`config.mk`:
```
export PLATFORM = sky130hd
export DESIGN_NAME = sec_online_gate
export DESIGN_NICKNAME = d
export VERILOG_FILES = /design/src/rtl/sec_gate_pkg.sv /design/src/rtl/sec_cmd_decode.sv /design/src/rtl/sec_state_ctrl.sv /design/src/rtl/sec_access_gate.sv /design/src/rtl/sec_online_gate.sv
export SDC_FILE = /design/constraint.sdc
export NUM_CORES = 1
export LEC_CHECK = 0
export ABC_AREA = 1
export BUFFER_PORTS_ARGS = -buffer_cell sky130_fd_sc_hd__buf_2
export CAP_MARGIN = 30
export CORE_AREA = 2 2 162 164
export DETAILED_ROUTE_END_ITERATION = 16
export DIE_AREA = 0 0 164 166
export PLACE_DENSITY = 0.41
export SLEW_MARGIN = 20
export SYNTH_ARGS = -nofsm -noshare
export SYNTH_HDL_FRONTEND = slang
export SYNTH_SLANG_ARGS = --single-unit
```
`constraint.sdc`:
```
create_clock -name clk -period 4 [get_ports clk]
set_clock_uncertainty 0.2 [all_clocks]
set_input_delay 0.6 -clock clk [delete_from_list [all_inputs] [get_ports clk]]
set_output_delay 0.6 -clock clk [all_outputs]
set_load 0.1 [all_outputs]
```
`src/rtl/sec_gate_pkg.sv`:
```
package sec_gate_pkg;

    localparam int STS_W = 16;

    localparam logic [STS_W-1:0] ST_OK        = 16'h0000;
    localparam logic [STS_W-1:0] ST_BAD_ID    = 16'h011F;
    localparam logic [STS_W-1:0] ST_BAD_STATE = 16'h0120;

    // controller-status register offset and its fatal bit
    localparam int STS_OFFSET    = 32'h1C;
    localparam int STS_FATAL_BIT = 1;

    // minimum queue count (admin + one I/O) for an online secondary
    localparam int MIN_QUEUES = 2;

    typedef enum logic [2:0] {
        OUT_NONE,
        OUT_BAD_ID,
        OUT_REFUSED,
        OUT_RAISE,
        OUT_KEEP,
        OUT_DROP
    } cmd_outcome_e;

    function automatic int idx_width(input int n);
        return (n > 1) ? $clog2(n) : 1;
    endfunction

endpackage

```
`src/rtl/sec_cmd_decode.sv`:
```
module sec_cmd_decode
    import sec_gate_pkg::*;
#(
    parameter int NUM_SEC = 4,
    parameter int ID_W    = 16,
    parameter int CNT_W   = 16,
    parameter int ID_BASE = 1,
    localparam int IDX_W  = idx_width(NUM_SEC),
    localparam int VFC_W  = $clog2(NUM_SEC + 1)
) (
    input  logic [ID_W-1:0]  cmd_id,
    input  logic [CNT_W-1:0] irq_cnt,
    input  logic [CNT_W-1:0] q_cnt,
    input  logic             vfe,
    input  logic [VFC_W-1:0] vf_count,
    output logic             id_ok,
    output logic [IDX_W-1:0] idx,
    output logic             can_online
);

    logic [ID_W:0] off_w;
    logic          backed;

    always_comb begin
        off_w      = {1'b0, cmd_id} - (ID_W + 1)'(ID_BASE);
        id_ok      = !off_w[ID_W] && (off_w < (ID_W + 1)'(NUM_SEC));
        idx        = off_w[IDX_W-1:0];
        backed     = vfe && (int'(idx) < int'(vf_count));
        can_online = (irq_cnt != '0) && (q_cnt >= CNT_W'(MIN_QUEUES)) && backed;
    end

endmodule

```
`src/rtl/sec_state_ctrl.sv`:
```
module sec_state_ctrl
    import sec_gate_pkg::*;
#(
    parameter int NUM_SEC = 4,
    localparam int IDX_W  = idx_width(NUM_SEC),
    localparam int VFC_W  = $clog2(NUM_SEC + 1)
) (
    input  logic               clk,
    input  logic               rst,
    input  logic               cmd_valid,
    output logic               cmd_ready,
    input  logic               cmd_online,
    input  logic               id_ok,
    input  logic [IDX_W-1:0]   idx,
    input  logic               can_online,
    input  logic               cfg_wr,
    input  logic               cfg_vfe,
    input  logic [VFC_W-1:0]   vf_count,
    input  logic               prim_rst,
    output logic               vfe,
    output logic               rsp_valid,
    output logic [STS_W-1:0]   rsp_status,
    output logic               rel_valid,
    output logic [IDX_W-1:0]   rel_idx,
    output logic [NUM_SEC-1:0] func_rst,
    output logic [NUM_SEC-1:0] online
);

    logic [NUM_SEC-1:0] pend_q, online_q, func_rst_q;
    logic [NUM_SEC-1:0] set_mask, below_mask, pick_hot;
    logic               vfe_q, rsp_valid_q, rel_valid_q;
    logic [STS_W-1:0]   rsp_status_q;
    logic [IDX_W-1:0]   rel_idx_q, pick_idx;
    logic               pick_found, accept;
    cmd_outcome_e       outcome;

    // lowest pending index wins
    always_comb begin
        pick_found = 1'b0;
        pick_idx   = '0;
        for (int i = NUM_SEC - 1; i >= 0; i--) begin
            if (pend_q[i]) begin
                pick_found = 1'b1;
                pick_idx   = IDX_W'(i);
            end
        end
        pick_hot = NUM_SEC'(pick_found) << pick_idx;
    end

    generate
        for (genvar g = 0; g < NUM_SEC; g++) begin : g_below
            assign below_mask[g] = (g < int'(vf_count));
        end
    endgenerate

    always_comb begin
        set_mask = '0;
        if (prim_rst)
            set_mask = '1;
        if (cfg_wr && !cfg_vfe)
            set_mask = set_mask | below_mask;
    end

    assign cmd_ready = (pend_q == '0);
    assign accept    = cmd_valid && cmd_ready;

    always_comb begin
        outcome = OUT_NONE;
        if (accept) begin
            if (!id_ok)
                outcome = OUT_BAD_ID;
            else if (cmd_online)
                outcome = !can_online   ? OUT_REFUSED :
                          online_q[idx] ? OUT_KEEP    : OUT_RAISE;
            else
                outcome = OUT_DROP;
        end
    end

    always_ff @(posedge clk) begin
        if (rst) begin
            pend_q       <= '0;
            online_q     <= '0;
            func_rst_q   <= '0;
            vfe_q        <= 1'b0;
            rsp_valid_q  <= 1'b0;
            rsp_status_q <= ST_OK;
            rel_valid_q  <= 1'b0;
            rel_idx_q    <= '0;
        end else begin
            func_rst_q  <= '0;
            rsp_valid_q <= 1'b0;
            rel_valid_q <= 1'b0;
            if (cfg_wr)
                vfe_q <= cfg_vfe;
            pend_q <= (pend_q & ~pick_hot) | set_mask;
            if (pick_found) begin
                rel_valid_q <= 1'b1;
                rel_idx_q   <= pick_idx;
                if (online_q[pick_idx]) begin
                    online_q[pick_idx]   <= 1'b0;
                    func_rst_q[pick_idx] <= 1'b1;
                end
            end else if (accept) begin
                rsp_valid_q <= 1'b1;
                unique case (outcome)
                    OUT_BAD_ID:  rsp_status_q <= ST_BAD_ID;
                    OUT_REFUSED: rsp_status_q <= ST_BAD_STATE;
                    OUT_RAISE: begin
                        rsp_status_q    <= ST_OK;
                        online_q[idx]   <= 1'b1;
                        func_rst_q[idx] <= 1'b1;
                    end
                    OUT_DROP: begin
                        rsp_status_q <= ST_OK;
                        rel_valid_q  <= 1'b1;
                        rel_idx_q    <= idx;
                        if (online_q[idx]) begin
                            online_q[idx]   <= 1'b0;
                            func_rst_q[idx] <= 1'b1;
                        end
                    end
                    default: rsp_status_q <= ST_OK;
                endcase
            end
        end
    end

    assign vfe        = vfe_q;
    assign rsp_valid  = rsp_valid_q;
    assign rsp_status = rsp_status_q;
    assign rel_valid  = rel_valid_q;
    assign rel_idx    = rel_idx_q;
    assign func_rst   = func_rst_q;
    assign online     = online_q;


    one_pulse_chk: assert property (@(posedge clk) disable iff (rst)
        $onehot0(func_rst_q));


    pulse_on_change_chk: assert property (@(posedge clk) disable iff (rst)
        (func_rst_q != '0) |-> ((func_rst_q & (online_q ^ $past(online_q))) == func_rst_q));


    raise_needs_ok_chk: assert property (@(posedge clk) disable iff (rst)
        ((online_q & ~$past(online_q)) != '0) |-> (rsp_valid_q && rsp_status_q == ST_OK));


    bad_id_no_change_chk: assert property (@(posedge clk) disable iff (rst)
        (rsp_valid_q && rsp_status_q == ST_BAD_ID) |-> ($stable(online_q) && !rel_valid_q));


    rsp_after_accept_chk: assert property (@(posedge clk) disable iff (rst)
        rsp_valid_q |-> $past(cmd_valid && cmd_ready));


    ready_blocks_chk: assert property (@(posedge clk) disable iff (rst)
        (pend_q != '0) |=> !rsp_valid_q);

endmodule

```
`src/rtl/sec_access_gate.sv`:
```
module sec_access_gate
    import sec_gate_pkg::*;
#(
    parameter int NUM_SEC = 4,
    parameter int ADDR_W  = 12,
    parameter int DATA_W  = 32
) (
    input  logic                           clk,
    input  logic                           rst,
    input  logic [NUM_SEC-1:0]             online,
    input  logic [NUM_SEC-1:0]             en_req,
    output logic [NUM_SEC-1:0]             en_grant,
    input  logic [NUM_SEC-1:0]             acc_rd,
    input  logic [NUM_SEC-1:0]             acc_wr,
    input  logic [NUM_SEC-1:0][ADDR_W-1:0] acc_addr,
    input  logic [NUM_SEC-1:0][DATA_W-1:0] dn_rdata,
    output logic [NUM_SEC-1:0]             fwd_rd,
    output logic [NUM_SEC-1:0]             fwd_wr,
    output logic [NUM_SEC-1:0][DATA_W-1:0] up_rdata
);

    localparam logic [DATA_W-1:0] FATAL_MASK = DATA_W'(1) << STS_FATAL_BIT;

    generate
        for (genvar g = 0; g < NUM_SEC; g++) begin : g_sec
            logic is_sts, pass;

            always_comb begin
                is_sts      = (acc_addr[g] == ADDR_W'(STS_OFFSET));
                pass        = online[g] || is_sts;
                fwd_rd[g]   = acc_rd[g] && pass;
                fwd_wr[g]   = acc_wr[g] && pass;
                en_grant[g] = en_req[g] && online[g];
                if (!pass)
                    up_rdata[g] = '0;
                else if (!online[g])
                    up_rdata[g] = dn_rdata[g] | FATAL_MASK;
                else
                    up_rdata[g] = dn_rdata[g];
            end


            offline_block_chk: assert property (@(posedge clk) disable iff (rst)
                (!online[g] && acc_addr[g] != ADDR_W'(STS_OFFSET))
                    |-> (!fwd_rd[g] && !fwd_wr[g] && up_rdata[g] == '0));


            offline_fatal_chk: assert property (@(posedge clk) disable iff (rst)
                (!online[g] && acc_addr[g] == ADDR_W'(STS_OFFSET))
                    |-> up_rdata[g][STS_FATAL_BIT]);
        end
    endgenerate

endmodule

```
`src/rtl/sec_online_gate.sv`:
```
module sec_online_gate
    import sec_gate_pkg::*;
#(
    parameter int NUM_SEC = 4,
    parameter int ID_W    = 16,
    parameter int CNT_W   = 16,
    parameter int ID_BASE = 1,
    parameter int ADDR_W  = 12,
    parameter int DATA_W  = 32,
    localparam int IDX_W  = idx_width(NUM_SEC),
    localparam int VFC_W  = $clog2(NUM_SEC + 1)
) (
    input  logic                           clk,
    input  logic                           rst,
    input  logic                           cmd_valid,
    output logic                           cmd_ready,
    input  logic                           cmd_online,
    input  logic [ID_W-1:0]                cmd_id,
    input  logic [CNT_W-1:0]               cmd_irq_cnt,
    input  logic [CNT_W-1:0]               cmd_q_cnt,
    output logic                           rsp_valid,
    output logic [15:0]                    rsp_status,
    output logic                           rel_valid,
    output logic [IDX_W-1:0]               rel_idx,
    input  logic                           cfg_wr,
    input  logic                           cfg_vfe,
    input  logic [VFC_W-1:0]               vf_count,
    input  logic                           prim_rst,
    output logic [NUM_SEC-1:0]             func_rst,
    output logic [NUM_SEC-1:0]             online,
    input  logic [NUM_SEC-1:0]             en_req,
    output logic [NUM_SEC-1:0]             en_grant,
    input  logic [NUM_SEC-1:0]             acc_rd,
    input  logic [NUM_SEC-1:0]             acc_wr,
    input  logic [NUM_SEC-1:0][ADDR_W-1:0] acc_addr,
    input  logic [NUM_SEC-1:0][DATA_W-1:0] dn_rdata,
    output logic [NUM_SEC-1:0]             fwd_rd,
    output logic [NUM_SEC-1:0]             fwd_wr,
    output logic [NUM_SEC-1:0][DATA_W-1:0] up_rdata
);

    logic             id_ok, can_online, vfe;
    logic [IDX_W-1:0] idx;

    sec_cmd_decode #(
        .NUM_SEC (NUM_SEC),
        .ID_W    (ID_W),
        .CNT_W   (CNT_W),
        .ID_BASE (ID_BASE)
    ) u_decode (
        .cmd_id     (cmd_id),
        .irq_cnt    (cmd_irq_cnt),
        .q_cnt      (cmd_q_cnt),
        .vfe        (vfe),
        .vf_count   (vf_count),
        .id_ok      (id_ok),
        .idx        (idx),
        .can_online (can_online)
    );

    sec_state_ctrl #(
        .NUM_SEC (NUM_SEC)
    ) u_state (
        .clk        (clk),
        .rst        (rst),
        .cmd_valid  (cmd_valid),
        .cmd_ready  (cmd_ready),
        .cmd_online (cmd_online),
        .id_ok      (id_ok),
        .idx        (idx),
        .can_online (can_online),
        .cfg_wr     (cfg_wr),
        .cfg_vfe    (cfg_vfe),
        .vf_count   (vf_count),
        .prim_rst   (prim_rst),
        .vfe        (vfe),
        .rsp_valid  (rsp_valid),
        .rsp_status (rsp_status),
        .rel_valid  (rel_valid),
        .rel_idx    (rel_idx),
        .func_rst   (func_rst),
        .online     (online)
    );

    sec_access_gate #(
        .NUM_SEC (NUM_SEC),
        .ADDR_W  (ADDR_W),
        .DATA_W  (DATA_W)
    ) u_gate (
        .clk      (clk),
        .rst      (rst),
        .online   (online),
        .en_req   (en_req),
        .en_grant (en_grant),
        .acc_rd   (acc_rd),
        .acc_wr   (acc_wr),
        .acc_addr (acc_addr),
        .dn_rdata (dn_rdata),
        .fwd_rd   (fwd_rd),
        .fwd_wr   (fwd_wr),
        .up_rdata (up_rdata)
    );

endmodule

```
# ---- Yosys cells after proc, flatten, opt, wreduce, memory -nomap -nowiden
# Index checks and enable logic that the tools add are counted.
dict set report totals {
  regBits 33
  word_cells 125
}
dict set report op_classes {
  addsub 1
  shift 1
  muxes 49
  reduce_logical 35
  n_lt_le_gt_ge 11
  n_bitwise 10
  n_eq_ne 10
}
# cell n
set op_table {}
lappend op_table {{$mux 32} 4}
lappend op_table {{$eq 12x5->1 const B} 4}
lappend op_table {{$mux 4} 10}
lappend op_table {{$mux 2} 11}
lappend op_table {{$logic_and 1x1->1} 20}
lappend op_table {{$pmux 9 s2} 1}
lappend op_table {{$lt 17x3->1 const B} 1}
lappend op_table {{$sub 16x1->17 const B} 1}
lappend op_table {{$ge 16x2->1 const B} 1}
lappend op_table {{$pmux 4 s2} 2}
lappend op_table {{$reduce_bool 16->1} 1}
lappend op_table {{$mux 3} 5}
lappend op_table {{$and 4x4->4} 3}
lappend op_table {{$mux 1} 12}
lappend op_table {{$not 4->4} 3}
lappend op_table {{$or 4x4->4} 3}
lappend op_table {{$eq 3x2->1 const B} 2}
lappend op_table {{$lt 1x3->1 const A} 2}
lappend op_table {{$lt 2x3->1 const A} 2}
lappend op_table {{$lt 2x3->1 const B} 2}
lappend op_table {{$bmux 1 s2} 2}
lappend op_table {{$demux 1 s2} 2}
lappend op_table {{$ge 2x1->1 const B} 2}
lappend op_table {{$logic_not 4->1} 1}
lappend op_table {{other kinds (14)} 20}

# ---- Depth between registers and ports, before layout
# Gate-level depths: netlist (run 1).
dict set report logic_depth {
  ltp_word 12
  mapped_depth 16
}

# ---- Cells and area by module
# Synthesis (run 1) repeated with hierarchy kept, for this count alone.
dict set report hier_totals {
  hier_cells 647
  hier_area_um2 3608.5
}
# mod area_each_um2 cells_per_inst n_inst
set modules_own_cells {}
lappend modules_own_cells {sec_access_gate 2001.9 384 1}
lappend modules_own_cells {sec_state_ctrl 1194.9 178 1}
lappend modules_own_cells {sec_cmd_decode 411.6 85 1}

# ---- Worst setup path after synthesis (run 1)
# No wires, ideal clock.
dict set report synth_timing {
  path_type {reg2out}
  startpoint {register (tool-made name)}
  endpoint {output up_rdata[33] in the netlist's numbering}
  arrival_time_ps 2906
  t_required_ps 3200
  path_slack_ps 294
  stages_incl_launch_ff 6
  cell_sequence {dfxtp_1 > inv_1 > nand2_1 > clkinv_1 > clkbuf_1 > nor2_1}
}
# item line
set synth_rtl {}
lappend synth_rtl {{end, declared} sec_online_gate.sv:39} ;# output logic [NUM_SEC-1:0][DATA_W-1:0] up_rdata

==> out/qor.txt, run 1 <==
Placer Congestion = 0.788
maximum number of pins on one net before global-route repair = 35
Fmax = 0.308 GHz
fraction of layout instances using a drive strength above 1 = 43.3%
via count of the first global-routing pass = 4,430
core footprint = 25,600 um^2
HPWL Detailed = 14.6 mm
Final Cycle Share = 81.3%
total of hold buffers inserted after clock tree synthesis = 0
kind of capture point of the worst setup path = output port
Hold Vio Cnt, Final = 0
warning count from the yosys run = 0
final antenna-violating net count = 0
Yosys cell types = 30
count of clock tree sinks = 20
number of antenna violations at the first check in global routing = 2
number of pins exceeding their max-slew limit in the final report = 0
number of instances in the synthesized netlist = 601
global routing met3 resource utilization = 3.22%
pwr/cell area = 156 nW/um^2
number of nets in the layout = 1,247
endpoint required time on the critical path = 3.20 ns
wire length of the first global-routing pass = 23.8 mm
clock edge transition at the registers on the reported setup and hold paths = 0.06 ns
crit path launch type = input pin
Slew headroom = 62.7%
proportion of synthesized chip area in sequential cells = 13.8%
number of buffers on the longest clock path = 2
violation count after the first detailed-route iteration = 154
Worst EP arrival = 2.45 ns
M2 GR Usage = 21.0%
setup repair after global routing missed its margin = no
CTS buffer count = 3
final cell count without fillers = 1,330
# port buffers = 404
Post-Route WL = 16.1 mm
post-layout minimum cycle time = 3.25 ns
layout overhead on the synthesized area = 84.7%
num rows = 59
Horiz. Die Dim = 164 um
Most Used Layer, Global Route = met2
commonest non-fill, non-tap cell in the layout = sky130_fd_sc_hd__buf_2
post-placement cell area = 5270 um^2
number of placed cells counting well taps = 1,325
Starting Density = 11.4%
cell leakage power = 3.83 nW
GR met1 Demand/Resource = 12.7%
Gates resized, CTS repair = 0
critical path type = in2out
worst skew pair latency = 0.25 ns
result of the run = completed
Initial DRT Pass Iterations = 5
I/O Pins = 415
number of buffers inserted to repair setup after CTS = 0
Max IR drop VDD = 0.195 mV
detailed-route wire length per cell = 12.1 um
count of final setup violators = 0
via density per instance = 3.51
final design utilization = 21.0%
worst-margin pin slew = 0.564 ns
Die Span Y = 166 um
Fin Setup TNS = 0 ns
count of maximum capacitance violations = 0
Post-Syn Area = 2910 um^2
H-Tree Depth = 1
Die Outline Area = 27,200 um^2
CTS Root Buffer Type = sky130_fd_sc_hd__clkbuf_16
Avg Cell Area, Syn = 4.84 um^2
leading cell types in the layout, fill and taps excluded = sky130_fd_sc_hd__buf_2, sky130_fd_sc_hd__nor2_1, sky130_fd_sc_hd__inv_1, sky130_fd_sc_hd__nand2_1, sky130_fd_sc_hd__a21oi_1
path category of the worst min-delay check = reg2reg
gr usage total = 11.2%
count of vias placed by the detailed router = 4,672
number of register bits inferred by synthesis = 20
global route overflow = 0
largest fanout on the critical path = 18
filler cell count = 3,039
post-layout instance area = 5370 um^2
DRC violation count after routing = 0
CTS tree = built
## report_power, final
| part | leakage, nW | total [mW] | internal [mW] | switching [mW] |
|---|---|---|---|---|
| Combinational | 3.61 | 0.346 | 0.127 | 0.219 |
| Sequential | 0.164 | 0.215 | 0.208 | 0.00716 |
| Clock | 0.0511 | 0.280 | 0.199 | 0.0810 |
## logic make-up after synthesis
group / Yosys count / share of synthesized area [%]
flops: 20 / 13.8
compound gates: 42 / 7.74
simple gates: 321 / 46.4
other cells: 1 / 0.129
xor+xnor: 3 / 0.903
fa+ha+maj: 6 / 2.58
buf+inv: 208 / 28.5
## synth_stat cells
cell type	count	area [um^2]
sky130_fd_sc_hd__a21boi_1	1	7.51
sky130_fd_sc_hd__a21oi_1	21	105
sky130_fd_sc_hd__a2bb2oi_1	1	8.76
sky130_fd_sc_hd__a31oi_1	3	18.8
sky130_fd_sc_hd__buf_4	13	97.6
sky130_fd_sc_hd__clkbuf_1	14	52.6
sky130_fd_sc_hd__clkinv_1	4	15.0
sky130_fd_sc_hd__conb_1	1	3.75
sky130_fd_sc_hd__dfxtp_1	20	400
sky130_fd_sc_hd__ha_1	6	75.1
sky130_fd_sc_hd__inv_1	176	661
sky130_fd_sc_hd__inv_2	1	3.75
sky130_fd_sc_hd__nand2_1	74	278
sky130_fd_sc_hd__nand2_2	4	25.0
sky130_fd_sc_hd__nand3_1	18	90.1
sky130_fd_sc_hd__nand3_2	2	20.0
sky130_fd_sc_hd__nand3b_1	2	15.0
sky130_fd_sc_hd__nand4_2	2	25.0
sky130_fd_sc_hd__nor2_1	197	739
sky130_fd_sc_hd__nor2_2	2	12.5
sky130_fd_sc_hd__nor2_4	5	56.3
sky130_fd_sc_hd__nor3_1	4	20.0
sky130_fd_sc_hd__nor4_1	8	50.1
sky130_fd_sc_hd__o211ai_1	1	7.51
sky130_fd_sc_hd__o21ai_0	13	65.1
sky130_fd_sc_hd__o21ai_1	1	5.00
sky130_fd_sc_hd__o31ai_1	1	7.51
sky130_fd_sc_hd__or2_1	1	6.26
sky130_fd_sc_hd__or2_2	2	12.5
sky130_fd_sc_hd__xor2_1	3	26.3
## worst max-delay path, cell delays in order
cell and delay, ns:
sky130_fd_sc_hd__buf_2 0.09, sky130_fd_sc_hd__nand2_1 0.05, sky130_fd_sc_hd__nor3_1 0.23, sky130_fd_sc_hd__nand3_1 0.13, sky130_fd_sc_hd__nand2_1 0.08, sky130_fd_sc_hd__clkinv_1 0.36, sky130_fd_sc_hd__buf_4 0.36, sky130_fd_sc_hd__nor2_1 0.10
sky130_fd_sc_hd__buf_2 0.44
## metrics by stage
step | total power [mW] | hold WS [ns] | setup WS [ns]
final | 0.840 | 0.265 | 0.750
after global routing | 0.899 | 0.282 | 0.567
after CTS | 0.852 | 0.269 | 0.740
after detailed placement | 0.568 | 0.259 | 0.747
after global placement | 0.567 | 0.256 | 0.765
after floorplan | 0.417 | 0.275 | 0.294
## path summary, 6_finish.rpt
path	cells past startpoint	slack, ns	end	start
setup reg to reg	12	1.95	flip-flop	u_state.pend_q[2]
hold reg to reg	2	0.27	u_state.rsp_status[5]	u_state.rsp_status[5]
hold / removal	2	0.27	u_state.rsp_status[5]	u_state.rsp_status[5]
setup / recovery	9	0.75	up_rdata[50]	acc_addr[15]
## layout make-up
type                       instances  area, um^2  area share [%]
clock buffer                       3        75.1            1.40
multi-input combinational        381        1710            31.8
sequential                        20         400            7.45
tap                              335         419            7.80
inverter                         181         679            12.6
timing repair buffer             408        2060            38.3
antenna                            1        2.50          0.0466
clock inverter                     1        30.0           0.559
## metal layers
metal,share of wire (%),vias up,wire [um]
met5,0.081,-,13
met4,1.1,2,173
met3,10,8,1640
met2,48,267,7800
met1,40,1922,6470
li1,-,2473,-
No activity file was read; power rests on OpenSTA's default activity.
==> inputs of run 2 (changes only) <==
--- a/config.mk
+++ b/config.mk
@@ -11,7 +11,7 @@
 export CORE_AREA = 2 2 162 164
 export DETAILED_ROUTE_END_ITERATION = 16
 export DIE_AREA = 0 0 164 166
-export PLACE_DENSITY = 0.41
+export PLACE_DENSITY = 0.42
 export SLEW_MARGIN = 20
 export SYNTH_ARGS = -nofsm -noshare
 export SYNTH_HDL_FRONTEND = slang
==> constraint.sdc (replaced) <==
create_clock -name clk -period 2.7 [get_ports clk]
set_clock_uncertainty 0.2 [all_clocks]
set_input_delay 0.405 -clock clk [delete_from_list [all_inputs] [get_ports clk]]
set_output_delay 0.405 -clock clk [all_outputs]
set_load 0.1 [all_outputs]
==> run 2 against run 1 <==
Compared with the run above: core utilization grew 12 points; first-iteration DRC count grew 8.4%; register-to-register slack lost 1.3 ns; cell count grew 0.68%; power grew 55%; non-clock buffer count grew 10; largest power group unchanged.
==> out/qor.txt, run 2 (synthesis results as in run 1) <==
setup repair after global routing missed its margin = no
Top delay family on crit path = simple AND/OR/NAND/NOR gates
wire length of the first global-routing pass = 25.3 mm (+6.5%)
CTS tree = built
maximum number of pins on one net before global-route repair = 24 (-31%)
core footprint = 25,600 um^2 (unchanged)
Horiz. Die Dim = 164 um (unchanged)
worst skew pair latency = 0.26 ns (about the same)
worst-case hold slack = 0.227 ns (-0.0387 ns)
Initial DRT Pass Iterations = 6 (+1)
count of clock tree sinks = 20 (unchanged)
Max IR drop VDD = 0.169 mV (-13%)
via density per instance = 3.60 (+2.5%)
number of buffers on the longest clock path = 2 (unchanged)
violation count after the first detailed-route iteration = 167 (+8.4%)
Slowest-stage cell, CP = sky130_fd_sc_hd__ha_1
count of final setup violators = 0 (unchanged)
number of buffers inserted to repair setup after CTS = 0 (unchanged)
kind of capture point of the worst setup path = flip-flop
num rows = 59 (unchanged)
Slew headroom = 62.4% (-0.22 points)
number of buffers and inverters on the critical path = 3 (-1)
CTS Root Buffer Type = sky130_fd_sc_hd__clkbuf_16
number of nets in the layout = 1,257 (+0.80%)
largest fanout on the critical path = 4 (-14)
number of placed cells counting well taps = 1,335 (+0.75%)
cell leakage power = 4.22 nW (+10%)
global route overflow = 0 (unchanged)
count of antenna diodes in the layout = 0 (-1)
number of antenna violations at the first check in global routing = 2 (unchanged)
sequence of cells on the critical path = buf_2, inv_1, ha_1, inv_1, ha_1, nand3_1, nand3_1, a21oi_1, nand2_1, nor2_1, nand4_2, nand2_2, nand2_1, nand3_1, a21oi_1
Fmax = 0.407 GHz
final antenna-violating net count = 0 (unchanged)
number of pins exceeding their max-slew limit in the final report = 0 (unchanged)
fraction of layout instances using a drive strength above 1 = 58.2% (+15 points)
Die Outline Area = 27,200 um^2 (unchanged)
Post-Route WL = 17.3 mm (+7.4%)
result of the run = completed
setup slack on the worst flop-to-flop path = 0.66 ns (-1.29 ns)
worst-case setup slack after placement = -0.0144 ns (-0.762 ns)
gr usage total = 12.1% (+0.87 points)
post-placement cell area = 8290 um^2 (+57%)
commonest non-fill, non-tap cell in the layout = sky130_fd_sc_hd__buf_2
Placer Congestion = 0.791 (+0.39%)
final cell count without fillers = 1,339 (+0.68%)
post-layout minimum cycle time = 2.46 ns
clock edge transition at the registers on the reported setup and hold paths = 0.06 ns (about the same)
Reg2Reg Depth = 12 (unchanged)
crit path launch type = input pin
Worst Min Path Start = cfg_wr
worst setup path start = cmd_id[1]
H-Tree Depth = 1 (unchanged)
CTS buffer count = 3 (unchanged)
path category of the worst min-delay check = in2reg
Final Worst Setup Slack = 0.245 ns (-0.505 ns)
count of maximum capacitance violations = 0 (unchanged)
post-layout instance area = 8400 um^2 (+56%)
worst-margin pin slew = 0.562 ns (-0.00145 ns)
worst stage delay on the critical path = 0.33 ns (-0.11 ns)
Starting Density = 11.4% (unchanged)
via count of the first global-routing pass = 4,655 (+5.1%)
Gates resized, CTS repair = 0 (unchanged)
DRC violation count after routing = 0 (unchanged)
Die Span Y = 166 um (unchanged)
Worst EP arrival = 2.39 ns (-0.06 ns)
pwr/cell area = 155 nW/um^2 (-0.62%)
cell seen most often among critical-path stages = sky130_fd_sc_hd__nand3_1
r2r startpoint = u_state.pend_q[1]
HPWL Detailed = 16.0 mm (+10%)
# port buffers = 404 (unchanged)
total of hold buffers inserted after clock tree synthesis = 0 (unchanged)
critical path type = in2reg
detailed-route wire length per cell = 12.9 um (+6.7%)
I/O Pins = 415 (unchanged)
Hold Vio Cnt, Final = 0 (unchanged)
count of vias placed by the detailed router = 4,820 (+3.2%)
Total Power = 1.30 mW (+55%)
leading cell types in the layout, fill and taps excluded = sky130_fd_sc_hd__buf_2, sky130_fd_sc_hd__inv_1, sky130_fd_sc_hd__buf_12, sky130_fd_sc_hd__nor2_4, sky130_fd_sc_hd__nand2_1
layout overhead on the synthesized area = 189%
Final Cycle Share = 90.9%
endpoint required time on the critical path = 2.63 ns (-0.57 ns)
Worst path depth = 15 (+6)
-- run 2: cell types whose count changed in the layout (fill, tap and decap cells not counted), moves of 16 or more --
cell	previous run	this run
sky130_fd_sc_hd__nor2_2	2	18
sky130_fd_sc_hd__nor2_4	5	125
sky130_fd_sc_hd__buf_12	0	135
sky130_fd_sc_hd__buf_2	402	276
sky130_fd_sc_hd__nor2_1	197	61
-- run 2: metrics by stage --
step	TNS, ns	utilization, %
2_1_floorplan	-2.89	-
3_3_place_gp	0	32.4
3_5_place_dp	-0.0263	32.4
4_1_cts	0	32.8
5_1_grt	0	32.8
6_report	0	32.8
-- run 2: routing by layer --
metal | GRT usage [%] | wire length (um) | part of all wire, % | up-vias
met1 | 13.3 | 6320 | 37 | 2063
met4 | 2.10 | 149 | 0.86 | 0
met3 | 4.05 | 1970 | 11 | 8
li1 | - | - | - | 2493
met5 | 0 | 0 | 0 | -
met2 | 22.6 | 8840 | 51 | 256
-- run 2: worst min-delay path, cell delays in order --
cell and delay (ns):
sky130_fd_sc_hd__buf_2 0.09, sky130_fd_sc_hd__o21ai_0 0.07, sky130_fd_sc_hd__nor2_1 0.09
-- run 2: final cells by class --
cell class	count	area [um^2]
fill	2754	17200
timing repair buffer	418	4140
multi-input combinational	381	2650
inverter	181	679
tap	335	419
sequential	20	405
clock buffer	3	75.1
clock inverter	1	30.0
-- run 2: worst min path at each step --
stage | endpoint | slack [ns] | depth (start not counted)
after floorplan | u_state.vfe | 0.27 | 2
after global placement | u_state.rsp_status[5] | 0.26 | 2
after detailed placement | u_state.rsp_status[5] | 0.27 | 2
after CTS | u_state.vfe | 0.22 | 3
after global routing | u_state.vfe | 0.23 | 3
final | u_state.vfe | 0.23 | 3
-- run 2: where the power goes --
part / internal, mW / total [mW] / switching, mW
clock: 0.295 / 0.417 / 0.122
combinational: 0.195 / 0.570 / 0.375
sequential: 0.308 / 0.318 / 0.0102
total: 0.798 / 1.30 / 0.507
==> inputs of run 3 (changes only) <==
==> constraint.sdc (replaced) <==
create_clock -name clk -period 2.7 [get_ports clk]
set_clock_uncertainty 0.2 [all_clocks]
set_input_delay 0.405 -clock clk [delete_from_list [all_inputs] [get_ports clk]]
set_output_delay 0.405 -clock clk [all_outputs]
set_load 0.02 [all_outputs]
==> run 3 against run 2 <==
Compared with the run above: critical path depth unchanged; register-to-register slack about the same; first-iteration DRC count is 0.60% higher; non-clock buffer count down 5; largest cell class unchanged; largest power group is now clock.
==> out/qor.txt, run 3 (synthesis results as in run 1) <==
result of the run = completed
kind of capture point of the worst setup path = flip-flop
number of nets in the layout = 1,252 (-0.40%)
# port buffers = 404 (unchanged)
cell seen most often among critical-path stages = sky130_fd_sc_hd__nand3_1
filler cell count = 3,036 (+10%)
Gates resized, CTS repair = 0 (unchanged)
worst skew pair latency = 0.26 ns (about the same)
Die Outline Area = 27,200 um^2 (unchanged)
final cell count without fillers = 1,334 (-0.37%)
Worst EP arrival = 2.31 ns (-0.08 ns)
via density per instance = 3.51 (-2.4%)
count of vias placed by the detailed router = 4,687 (-2.8%)
Final Worst Setup Slack = 0.324 ns (+0.0790 ns)
Final Cycle Share = 88.0% (-2.9 points)
wire length of the first global-routing pass = 24.1 mm (-4.8%)
Initial DRT Pass Iterations = 4 (-2)
Total Power = 1.13 mW (-14%)
sequence of cells on the critical path = buf_2, inv_1, ha_1, inv_1, ha_1, nand3_1, nand3_1, a21oi_1, nand2_1, nor2_1, nand4_2, nand2_2, nand2_1, nand3_1, a21oi_1
number of placed cells counting well taps = 1,330 (-0.37%)
Hold Path Cell Cnt = 3 (unchanged)
detailed-route wire length per cell = 12.6 um (-2.7%)
CTS Root Buffer Type = sky130_fd_sc_hd__clkbuf_16
num rows = 59 (unchanged)
gr usage total = 11.6% (-0.46 points)
count of maximum capacitance violations = 0 (unchanged)
final antenna-violating net count = 0 (unchanged)
post-layout minimum cycle time = 2.38 ns (-0.0790 ns)
number of buffers on the longest clock path = 2 (unchanged)
critical path type = in2reg
endpoint required time on the critical path = 2.63 ns (about the same)
Horiz. Die Dim = 164 um (unchanged)
violation count after the first detailed-route iteration = 168 (+0.60%)
fraction of layout instances using a drive strength above 1 = 43.5% (-15 points)
Placer Congestion = 0.784 (-0.86%)
crit path launch type = input pin
CTS tree = built
global route overflow = 0 (unchanged)
leading cell types in the layout, fill and taps excluded = sky130_fd_sc_hd__buf_2, sky130_fd_sc_hd__nor2_1, sky130_fd_sc_hd__inv_1, sky130_fd_sc_hd__nand2_1, sky130_fd_sc_hd__a21oi_1
path category of the worst min-delay check = in2reg
Slowest-stage cell, CP = sky130_fd_sc_hd__ha_1
Hold Vio Cnt, Final = 0 (unchanged)
Starting Density = 11.4% (unchanged)
commonest non-fill, non-tap cell in the layout = sky130_fd_sc_hd__buf_2
Fin Setup TNS = 0 ns (unchanged)
Max IR drop VDD = 0.186 mV (+9.8%)
worst-case setup slack after placement = -0.00231 ns (+0.0121 ns)
pwr/cell area = 208 nW/um^2 (+34%)
maximum number of pins on one net before global-route repair = 35 (+46%)
count of final setup violators = 0 (unchanged)
via count of the first global-routing pass = 4,480 (-3.8%)
Post-Route WL = 16.7 mm (-3.1%)
total of hold buffers inserted after clock tree synthesis = 0 (unchanged)
number of antenna violations at the first check in global routing = 1 (-1)
largest fanout on the critical path = 4 (unchanged)
HPWL Detailed = 15.2 mm (-5.1%)
H-Tree Depth = 1 (unchanged)
count of clock tree sinks = 20 (unchanged)
Die Span Y = 166 um (unchanged)
core footprint = 25,600 um^2 (unchanged)
setup repair after global routing missed its margin = no
I/O Pins = 415 (unchanged)
layout overhead on the synthesized area = 85.7%
clock edge transition at the registers on the reported setup and hold paths = 0.06 ns (about the same)
CTS buffer count = 3 (unchanged)
count of antenna diodes in the layout = 0 (unchanged)
cell leakage power = 3.85 nW (-8.9%)
DRC violation count after routing = 0 (unchanged)
number of pins exceeding their max-slew limit in the final report = 0 (unchanged)
worst stage delay on the critical path = 0.32 ns (about the same)
Fmax = 0.421 GHz (+3.3%)
Reg2Reg Depth = 12 (unchanged)
final design utilization = 21.1% (-12 points)
number of buffers inserted to repair setup after CTS = 0 (unchanged)
run 3: critical path, delay by kind of cell:
family / cells / cell delay (ns)
and+or+nand+nor: 8 / 0.83
adders and majority gates: 2 / 0.58
buffers and inverters: 3 / 0.25
AOI/OAI and AO/OA: 2 / 0.22
run 3: final cells by class:
| class | instances | area, um^2 | share of cell area [%] |
|---|---|---|---|
| clock inverters | 1 | 30.0 | 0.556 |
| inverters | 181 | 679 | 12.6 |
| clock buffers | 3 | 75.1 | 1.39 |
| multi-input cells | 381 | 1710 | 31.7 |
| well taps | 335 | 419 | 7.76 |
| repair buffers | 413 | 2090 | 38.7 |
| flip-flops and latches | 20 | 400 | 7.41 |
run 3: where the power goes:
part | internal [mW] | switching (mW)
clock network | 0.294 | 0.119
logic | 0.190 | 0.205
registers | 0.308 | 0.0102
total | 0.792 | 0.335
run 3: path summary, 6_finish.rpt:
kind,start,end,slack [ns]
min reg2reg,u_state.rsp_status[5],u_state.rsp_status[5],0.27
max,cmd_id[1],flip-flop,0.32
min,cfg_wr,u_state.vfe,0.22
max reg2reg,u_state.pend_q[2],flip-flop,0.66
run 3: through the flow:
step           hold WS [ns]  cell area [um^2]
2_1_floorplan         0.275              2940
3_3_place_gp          0.259              5300
3_5_place_dp          0.265              5300
4_1_cts               0.226              5400
5_1_grt               0.249              5400
6_report              0.220              5400
run 3: routing by layer:
layer	part of all wire, %	track usage (%)	wire length, um
met5	0.078	0	13
met4	0.96	1.95	161
met3	12	4.10	1940
met2	48	21.3	7960
met1	40	13.0	6680
